$ cat src/rtl/rxq_pkg.sv
package rxq_pkg;
  localparam int NE_BIT    = 0;
  localparam int CRIT_BIT  = 1;
  localparam int OVR_BIT   = 2;
  localparam int FILL_LSB  = 8;
  localparam int FILL_W    = 8;
  localparam int STATUS_W  = 32;

  typedef struct packed {
    logic ovr;
    logic crit;
    logic ne;
  } rxq_flags_t;
endpackage

$ cat src/rtl/rxq_storage.sv
module rxq_storage #(
  parameter int DATA_W = 32,
  parameter int DEPTH  = 16,
  parameter int AW     = 4
) (
  input  logic              clk,
  input  logic              wr_en,
  input  logic [AW-1:0]     wr_addr,
  input  logic [DATA_W-1:0] wr_data,
  input  logic              rd_en,
  input  logic [AW-1:0]     rd_addr,
  output logic [DATA_W-1:0] rd_data
);
  logic [DATA_W-1:0] mem [DEPTH];

  // read-before-write on a shared address returns the old word
  always_ff @(posedge clk) begin
    if (wr_en) mem[wr_addr] <= wr_data;
    if (rd_en) rd_data <= mem[rd_addr];
  end
endmodule

$ cat src/rtl/rxq_ptr_ctrl.sv
module rxq_ptr_ctrl #(
  parameter int DEPTH = 16,
  parameter int AW    = 4,
  parameter int CW    = 5
) (
  input  logic          clk,
  input  logic          rst,
  input  logic          clr,
  input  logic          push,
  input  logic          pop,
  output logic          pop_hit,
  output logic          push_ok,
  output logic          overwrite,
  output logic [AW-1:0] wr_ptr,
  output logic [AW-1:0] rd_ptr,
  output logic [CW-1:0] cnt_q,
  output logic [CW-1:0] cnt_d,
  output logic          ovr_q,
  output logic          hit_q
);
  localparam logic [CW-1:0] FULL_CNT = CW'(DEPTH);
  localparam logic [AW-1:0] LAST_IDX = AW'(DEPTH - 1);

  logic empty, full, ovr_d;

  function automatic logic [AW-1:0] ptr_inc(input logic [AW-1:0] p);
    return (p == LAST_IDX) ? '0 : p + 1'b1;
  endfunction

  assign empty     = (cnt_q == '0);
  assign full      = (cnt_q == FULL_CNT);
  assign pop_hit   = pop && !empty && !clr;
  assign push_ok   = push && !clr;
  assign overwrite = push_ok && full && !pop_hit;

  always_comb begin
    cnt_d = cnt_q;
    if (clr)                                cnt_d = '0;
    else if (push_ok && !pop_hit && !full)  cnt_d = cnt_q + 1'b1;
    else if (pop_hit && !push_ok)           cnt_d = cnt_q - 1'b1;
  end

  always_comb begin
    ovr_d = ovr_q;
    if (clr)            ovr_d = 1'b0;
    else if (overwrite) ovr_d = 1'b1;
    else if (pop_hit)   ovr_d = 1'b0;
  end

  always_ff @(posedge clk) begin
    if (rst || clr) begin
      wr_ptr <= '0;
      rd_ptr <= '0;
      cnt_q  <= '0;
      ovr_q  <= 1'b0;
      hit_q  <= 1'b0;
    end else begin
      if (push_ok)              wr_ptr <= ptr_inc(wr_ptr);
      if (pop_hit || overwrite) rd_ptr <= ptr_inc(rd_ptr);
      cnt_q <= cnt_d;
      ovr_q <= ovr_d;
      hit_q <= pop_hit;
    end
  end
endmodule

$ cat src/rtl/rxq_flag_gen.sv
module rxq_flag_gen
  import rxq_pkg::*;
#(
  parameter int CW = 5
) (
  input  logic                clk,
  input  logic                rst,
  input  logic                clr,
  input  logic [CW-1:0]       cnt_d,
  input  logic [CW-1:0]       cnt_q,
  input  logic                ovr_q,
  input  logic [7:0]          thr,
  input  logic                push_ok,
  input  logic                overwrite,
  output logic [STATUS_W-1:0] status,
  output logic                evt_ne,
  output logic                evt_crit,
  output logic                evt_ovr
);
  rxq_flags_t        flg;
  logic              crit_d;
  logic [FILL_W-1:0] fill_ext;

  assign crit_d   = (FILL_W'(cnt_d) >= thr);
  assign fill_ext = FILL_W'(cnt_q);

  always_ff @(posedge clk) begin
    if (rst || clr) begin
      flg.ne   <= 1'b0;
      flg.crit <= 1'b0;
      evt_ne   <= 1'b0;
      evt_crit <= 1'b0;
      evt_ovr  <= 1'b0;
    end else begin
      flg.ne   <= (cnt_d != '0);
      flg.crit <= crit_d;
      evt_ne   <= push_ok;
      evt_crit <= crit_d && !flg.crit;
      evt_ovr  <= overwrite;
    end
  end

  assign flg.ovr = ovr_q;

  always_comb begin
    status = '0;
    status[NE_BIT]   = flg.ne;
    status[CRIT_BIT] = flg.crit;
    status[OVR_BIT]  = flg.ovr;
    status[FILL_LSB +: FILL_W] = fill_ext;
  end
endmodule

$ cat src/rtl/rx_msg_fifo_status.sv
module rx_msg_fifo_status #(
  parameter int DATA_W = 32,
  parameter int DEPTH  = 16
) (
  input  logic              clk,
  input  logic              rst,
  input  logic              clr_i,
  input  logic              push_valid_i,
  input  logic [DATA_W-1:0] push_data_i,
  input  logic              pop_i,
  input  logic [7:0]        crit_level_i,
  output logic [DATA_W-1:0] pop_data_o,
  output logic [31:0]       status_o,
  output logic              evt_ne_o,
  output logic              evt_crit_o,
  output logic              evt_ovr_o
);
  localparam int AW = (DEPTH > 1) ? $clog2(DEPTH) : 1;
  localparam int CW = $clog2(DEPTH + 1);

  logic          pop_hit, push_ok, overwrite, ovr_q, hit_q;
  logic [AW-1:0] wr_ptr, rd_ptr;
  logic [CW-1:0] cnt_q, cnt_d;
  logic [DATA_W-1:0] ram_q;

  rxq_ptr_ctrl #(.DEPTH(DEPTH), .AW(AW), .CW(CW)) u_ptr (
    .clk(clk), .rst(rst), .clr(clr_i), .push(push_valid_i), .pop(pop_i),
    .pop_hit(pop_hit), .push_ok(push_ok), .overwrite(overwrite),
    .wr_ptr(wr_ptr), .rd_ptr(rd_ptr), .cnt_q(cnt_q), .cnt_d(cnt_d),
    .ovr_q(ovr_q), .hit_q(hit_q)
  );

  rxq_storage #(.DATA_W(DATA_W), .DEPTH(DEPTH), .AW(AW)) u_mem (
    .clk(clk), .wr_en(push_ok), .wr_addr(wr_ptr), .wr_data(push_data_i),
    .rd_en(pop_hit), .rd_addr(rd_ptr), .rd_data(ram_q)
  );

  rxq_flag_gen #(.CW(CW)) u_flags (
    .clk(clk), .rst(rst), .clr(clr_i), .cnt_d(cnt_d), .cnt_q(cnt_q),
    .ovr_q(ovr_q), .thr(crit_level_i), .push_ok(push_ok),
    .overwrite(overwrite), .status(status_o), .evt_ne(evt_ne_o),
    .evt_crit(evt_crit_o), .evt_ovr(evt_ovr_o)
  );

  assign pop_data_o = hit_q ? ram_q : '0;
endmodule

$ cat config.mk
export PLATFORM = sky130hd
export DESIGN_NAME = rx_msg_fifo_status
export DESIGN_NICKNAME = d
export VERILOG_FILES = /design/src/rtl/rxq_pkg.sv /design/src/rtl/rxq_storage.sv /design/src/rtl/rxq_ptr_ctrl.sv /design/src/rtl/rxq_flag_gen.sv /design/src/rtl/rx_msg_fifo_status.sv
export SDC_FILE = /design/constraint.sdc
export NUM_CORES = 1
export LEC_CHECK = 0
export ABC_AREA = 1
export BUFFER_PORTS_ARGS = -buffer_cell sky130_fd_sc_hd__buf_2
export CORE_MARGIN = 2
export CORE_UTILIZATION = 30
export DETAILED_ROUTE_END_ITERATION = 10
export MAX_ROUTING_LAYER = met4
export PLACE_DENSITY_LB_ADDON = 0.08
export RECOVER_POWER = 50
export REMOVE_ABC_BUFFERS = 1
export SETUP_SLACK_MARGIN = 0.4
export SLEW_MARGIN = 20
export SYNTH_ARGS = -nofsm -noshare
export SYNTH_HDL_FRONTEND = slang
export SYNTH_SLANG_ARGS = --single-unit
$ cat constraint.sdc
create_clock -name clk -period 3.1 [get_ports clk]
set_input_delay 0 -clock clk [delete_from_list [all_inputs] [get_ports clk]]
set_output_delay 0 -clock clk [all_outputs]
set_load 0.01 [all_outputs]
# Yosys cells after proc, flatten, opt, wreduce, memory -nomap -nowiden
# Memory sizes are Yosys's and may differ from the RTL's. A register that Yosys moved wholly into a read port is not among the register bits.
# Index checks and enable logic that the tools add are counted.
dict set report op_classes {
  n_addsub 4
  magnitude_cmp 1
  n_eq_ne 3
  muxes 10
  n_reduce_logical 21
}
# operator count
set ops {}
lappend ops {{32-bit 2-to-1 mux} 1}
lappend ops {{5-bit 2-to-1 mux} 3}
lappend ops {{1-bit logical AND} 9}
lappend ops {{4-bit by 1-bit adder with 4-bit output (second input constant)} 2}
lappend ops {{4-bit equality test (second input constant)} 2}
lappend ops {{5-bit by 8-bit greater-or-equal comparator with 1-bit output} 1}
lappend ops {{4-bit 2-to-1 mux} 2}
lappend ops {{1-bit zero test} 6}
lappend ops {{5-bit by 1-bit adder with 5-bit output (second input constant)} 1}
lappend ops {{5-bit equality test (second input constant)} 1}
lappend ops {{5-bit zero test} 1}
lappend ops {{5-bit nonzero test} 1}
lappend ops {{5-bit by 1-bit subtractor with 5-bit output (second input constant)} 1}
lappend ops {{1-bit 2-to-1 mux} 4}
lappend ops {{1-bit logical OR} 2}
lappend ops {{2-bit nonzero test} 1}
lappend ops {{2-bit OR reduction} 1}
dict set report word_totals {
  register_bits 20
  ramBits 512
  in_bits 45
  out_inout_bits 67
  memories 1
}
# name depth width rd rd_clocked_by_memory_dff write_ports line_no
set memory_table {}
lappend memory_table {u_mem.mem 16 32 1 1 1 rxq_storage.sv:14} ;# logic [DATA_W-1:0] mem [DEPTH];

# Longest topological paths before layout
dict set report logic_depth {
  depth_word 11
  mapped_depth 18
  ltp_nobuf 18
}

# Cells and area by module
# A second synthesis with hierarchy kept.
dict set report hier_totals {
  cells_unflattened 2400
  hier_area_um2 24836.3
}
# mod instances cells_each area_each_um2 seq_area_each_um2
set by_module_without_submodules {}
lappend by_module_without_submodules {rxq_storage 1 2120 23050.9 16335.7}
lappend by_module_without_submodules {rxq_ptr_ctrl 1 134 945.9 300.3}
lappend by_module_without_submodules {rxq_flag_gen 1 79 565.5 100.1}
lappend by_module_without_submodules {rx_msg_fifo_status 1 67 274.0 0.0}

# Least setup slack after synthesis
# Ideal clock, no wire load.
dict set report synth_timing {
  path_kind {register -> register}
  from {register u_ptr.wr_ptr[0]}
  to {memory u_mem.mem[11][0], enable pin}
  setup_ps 421
  t_arrival_ps 2124
  setup_slack_ps 555
  path_stages_with_launch 6
  period_less_slack_ps 2545
  path_cell_list {dfxtp_1 -> ha_1 -> inv_1 -> nor2_1 -> nand2_1 -> nor2_1}
}
# element line_no
set synth_lines {}
lappend synth_lines {{from (decl)} rxq_ptr_ctrl.sv:14} ;# output logic [AW-1:0] wr_ptr,
lappend synth_lines {{from (signal assigned)} rxq_ptr_ctrl.sv:58} ;# if (push_ok) wr_ptr <= ptr_inc(wr_ptr);
lappend synth_lines {{to (decl)} rxq_storage.sv:14}
# Straight into the memory's write port.

# Worst setup path in the final report
dict set report layout_timing {
  from {register u_ptr.cnt_q[0]}
  to {register u_flags.evt_crit}
}
dict set report layout_between {
  elab_chain_len 11
}
# element line_no
set layout_lines {}
lappend layout_lines {{from (decl)} rxq_ptr_ctrl.sv:16} ;# output logic [CW-1:0] cnt_q,
lappend layout_lines {{from (signal assigned)} rxq_ptr_ctrl.sv:60} ;# cnt_q <= cnt_d;
lappend layout_lines {{branches (longest 7 deep; another with 5-bit by 1-bit subtractor with 5-bit output)} --}
lappend layout_lines {{5-bit 2-to-1 mux *} rxq_ptr_ctrl.sv:39} ;# else if (push_ok && !pop_hit && !full) cnt_d = cnt_q + 1'b1;
lappend layout_lines {{5-bit 2-to-1 mux *} rxq_ptr_ctrl.sv:38} ;# if (clr) cnt_d = '0;
lappend layout_lines {{via cnt_d[4]} rx_msg_fifo_status.sv:23} ;# logic [CW-1:0] cnt_q, cnt_d;
lappend layout_lines {{5-bit by 8-bit greater-or-equal comparator with 1-bit output *} rxq_flag_gen.sv:24} ;# assign crit_d = (FILL_W'(cnt_d) >= thr);
lappend layout_lines {{1-bit logical AND *} rxq_flag_gen.sv:38} ;# evt_crit <= crit_d && !flg.crit;
lappend layout_lines {{to (signal assigned)} rxq_flag_gen.sv:38}
lappend layout_lines {{to (decl)} rxq_flag_gen.sv:17} ;# output logic evt_crit,
# Mark *: on every way through the listed nets, which the timed path passes.
# A chain may end at the register's enable or synchronous reset.

==> summary.txt <==
Worst setup path
  – Setup crit end kind: flop
  – Worst path required time: ~3600 ps
  – Worst r2r src: u_ptr.cnt_q[0]
  – Crit-path max FO: 6
  – Launch point of the worst path: u_ptr.cnt_q[0]
  – Critical path launch point type: flop
  – Crit path arrival time: between 3000 and 4000 ps
  – Setup CP Type: reg -> reg

Power
  – Combinational fraction of design power: 0.033
  – PwrDens: between 600 and 700 nW/um2
  – Sw frac: 0.210
  – Sequential Power Share: 0.512
  – Worst vdd ir: roughly 0.29 mV
  – Leakage power total: just over 9 nW
  – Switching power: 3.46 mW
  – Pint: roughly 13 mW
  – Clock share of power: 0.454

Layout
  – Most frequent cells in the layout: 544 x edfxtp_1, 276 x nor2_1, 254 x o21ai_0
  – Layout Nets: about 1900
  – Layout overhead on the synthesized area: 18.4%
  – Antenna diodes: 0
  – Commonest non-fill, non-tap cell in the layout: edfxtp_1
  – Share of post-route cells with drive strength above 1: 0.119
  – Non-filler instance count after layout: approximately 2900
  – Util after Layout: 0.358

Die
  – Die Area: roughly 77000 um2
  – Die W: 277 um
  – I/O pins: approximately 110
  – Initial core utilization: 0.302
  – Row count: 100
  – Core footprint: between 70000 and 80000 um2
  – Die height: around 280 um

Routing
  – ANT nets after route: 0
  – Via Count: around 14000
  – DR DRC count: 0
  – Final WL: about 63 mm
  – Iteration-0 DRC Markers: 986
  – Routed len/inst: between 20 and 25 um
  – Drt pass-1 iters: 7
  – DR vias/cell: roughly 4.9

Flow run
  – Maxcap violations: 0

CTS
  – Reg clk slew, reported paths: about 50 ps
  – Worst-Skew Late Latency: 600 ps
  – Root Driver: clkbuf_16
  – Post-CTS setup buffer count: 0
  – CTS Sinks: around 560
  – CTS tree: built
  – Htree depth: 3
  – Num CTS Buffers: 66
  – Clock Path Buffers: 3

Logic synthesis
  – Syn Inst Count: 1709
  – Ys flop type: edfxtp_1
  – Sequential area share after synthesis: 0.746
  – YS warnings: 0
  – Post-synth ARST share: 0
  – Avg Cell Area, Syn: between 10 and 15 um2
  – Synthesized flop and latch total: roughly 560
  – Netlist cell types: 39
  – Synthesized area: between 20000 and 25000 um2
  – Number of flops mapped to enable cells by yosys: ~540

STA
  – Skew final: between 20 and 25 ps
  – Final period util: 0.828
  – Final-report setup violation count: 0
  – Tmin final: 2570 ps
  – Max Freq: between 300 and 400 MHz
  – RSZ-0062 raised after global routing: no
  – Final max-slew violation count: 0
  – Worst Tran Pin Value: ~1200 ps
  – Fin. Hold Viols: 0
  – Slew margin rel.: 0.206

Placement
  – Post-DP HPWL: around 33 mm
  – Inst Count DP: approximately 2700
  – I/O Buffers: between 80 and 90
  – Routability cong.: roughly 0.75

Run status
  – Status: finished, final reports clean

Global route
  – Vias in the first global route: roughly 14000
  – GRT overflow: 0
  – Largest net degree at the start of global routing: between 80 and 90
  – Number of antenna violations at the first check in global routing: 0
  – First-pass GRT wire length: 94.4 mm
  – Total global-route track usage: 0.170

Min path
  – Hold crit path type: in -> reg
  – HP Start: crit_level_i[1]
[final cells by class]
class / count / area (um2)
Fill cell: 7282 / 47600
Clock inverter: 32 / 259
Timing Repair Buffer: 178 / 1340
Sequential cell: 564 / 16700
Clock buffer: 82 / 1800
Inverter: 73 / 287
Tap cell: 969 / 1210
Multi-Input combinational cell: 966 / 4930
[synthesized netlist by cell type (2+ instances only)]
library cell,number,area (um2)
a211oi_1,2,15.0
a21oi_1,7,35.0
buf_2,22,110
buf_4,34,255
buf_6,4,45.0
clkbuf_1,66,248
clkbuf_2,2,10.0
clkinv_1,2,7.51
dfxtp_1,20,400
edfxtp_1,544,16300
ha_1,12,150
inv_1,68,255
inv_2,2,7.51
nand2_1,133,499
nand2_2,6,37.5
nand2_4,2,22.5
nand3_1,63,315
nand3_2,3,30.0
nand3_4,2,35.0
nand4_1,9,56.3
nor2_1,287,1080
nor2_4,3,33.8
nor3_1,3,15.0
o211ai_1,14,105
o21ai_0,254,1270
o21ai_1,6,30.0
o221ai_1,50,438
o22ai_1,78,488
[layer usage]
layer  vias up  share of wire  global-route usage
met3        82          0.037              0.0220
met2       290           0.48               0.272
met5         -              0                   -
li1       6535              -                   -
met4         0          0.019              0.0484
met1      7025           0.47               0.228
[worst max-delay path, cell delays in order (launching register included)]
cell      delay, ps
dfxtp_1         430
inv_1           150
ha_4            220
nand3_1          80
nand2_1         110
inv_1           170
nand2_4          90
nand2_1          90
nand4_1         120
nand3_1         100
inv_1            50
ha_1            260
nand2_1          60
nor3_2          130
nand4_1         100
o311ai_0        120
nand2_1         130
nor2_1          100
[logic make-up after synthesis]
kind of cell	Yosys count	share of synthesized area
DFF	564	0.746
and+or+nand+nor	514	0.0966
AOI/OAI and AO/OA	414	0.107
buffers and inverters	202	0.0423
adders and majority gates	12	0.00669
xor gates and xnor gates	2	0.000781
other	1	0.000167
[per-stage QoR]
step	area [um2]	hold WS, ps	TNS [ps]	power, mW	setup WS [ps]
after floorplan	21800	72.4	-178780	8.84	-5280
after global placement	24200	205	0	9.10	554
after detailed placement	24200	206	0	9.11	508
after CTS	26700	13.9	0	16.7	501
after global routing	26600	119	0	17.0	239
final	26600	85.7	0	16.5	534
[worst paths after layout]
path,slack [ps],cells past startpoint,end
setup / recovery,530,17,u_flags.evt_crit
hold reg to reg,410,1,u_flags.evt_crit
setup reg to reg,530,17,u_flags.evt_crit
hold / removal,90,7,u_flags.status[1]
[flip-flops by register name, indices dropped and copies added, names as in the netlist]
signal and count:
u_ptr.ovr_q 1, u_flags.evt_ovr 1, u_mem.mem 512, u_flags.status 2
u_flags.evt_ne 1, u_mem.rd_data 32, u_ptr.wr_ptr 4, u_ptr.hit_q 1
u_ptr.rd_ptr 4, u_ptr.cnt_q 5, u_flags.evt_crit 1
[power by group through the flow]
| stage | Clock (mW) | Sequential, mW | Combinational [mW] |
|---|---|---|---|
| after floorplan | 0 | 8.60 | 0.245 |
| after global placement | 0 | 8.59 | 0.518 |
| after detailed placement | 0 | 8.59 | 0.523 |
| after CTS | 7.71 | 8.43 | 0.565 |
| after global routing | 8.00 | 8.43 | 0.617 |
| final | 7.48 | 8.43 | 0.547 |
[what timing repair did]
item	CTS	global route
setup endpoints to repair	0	2
gates resized for setup	0	5
hold endpoints to repair	530	0
hold buffers	42	0
No activity file was read; power rests on OpenSTA's default activity.
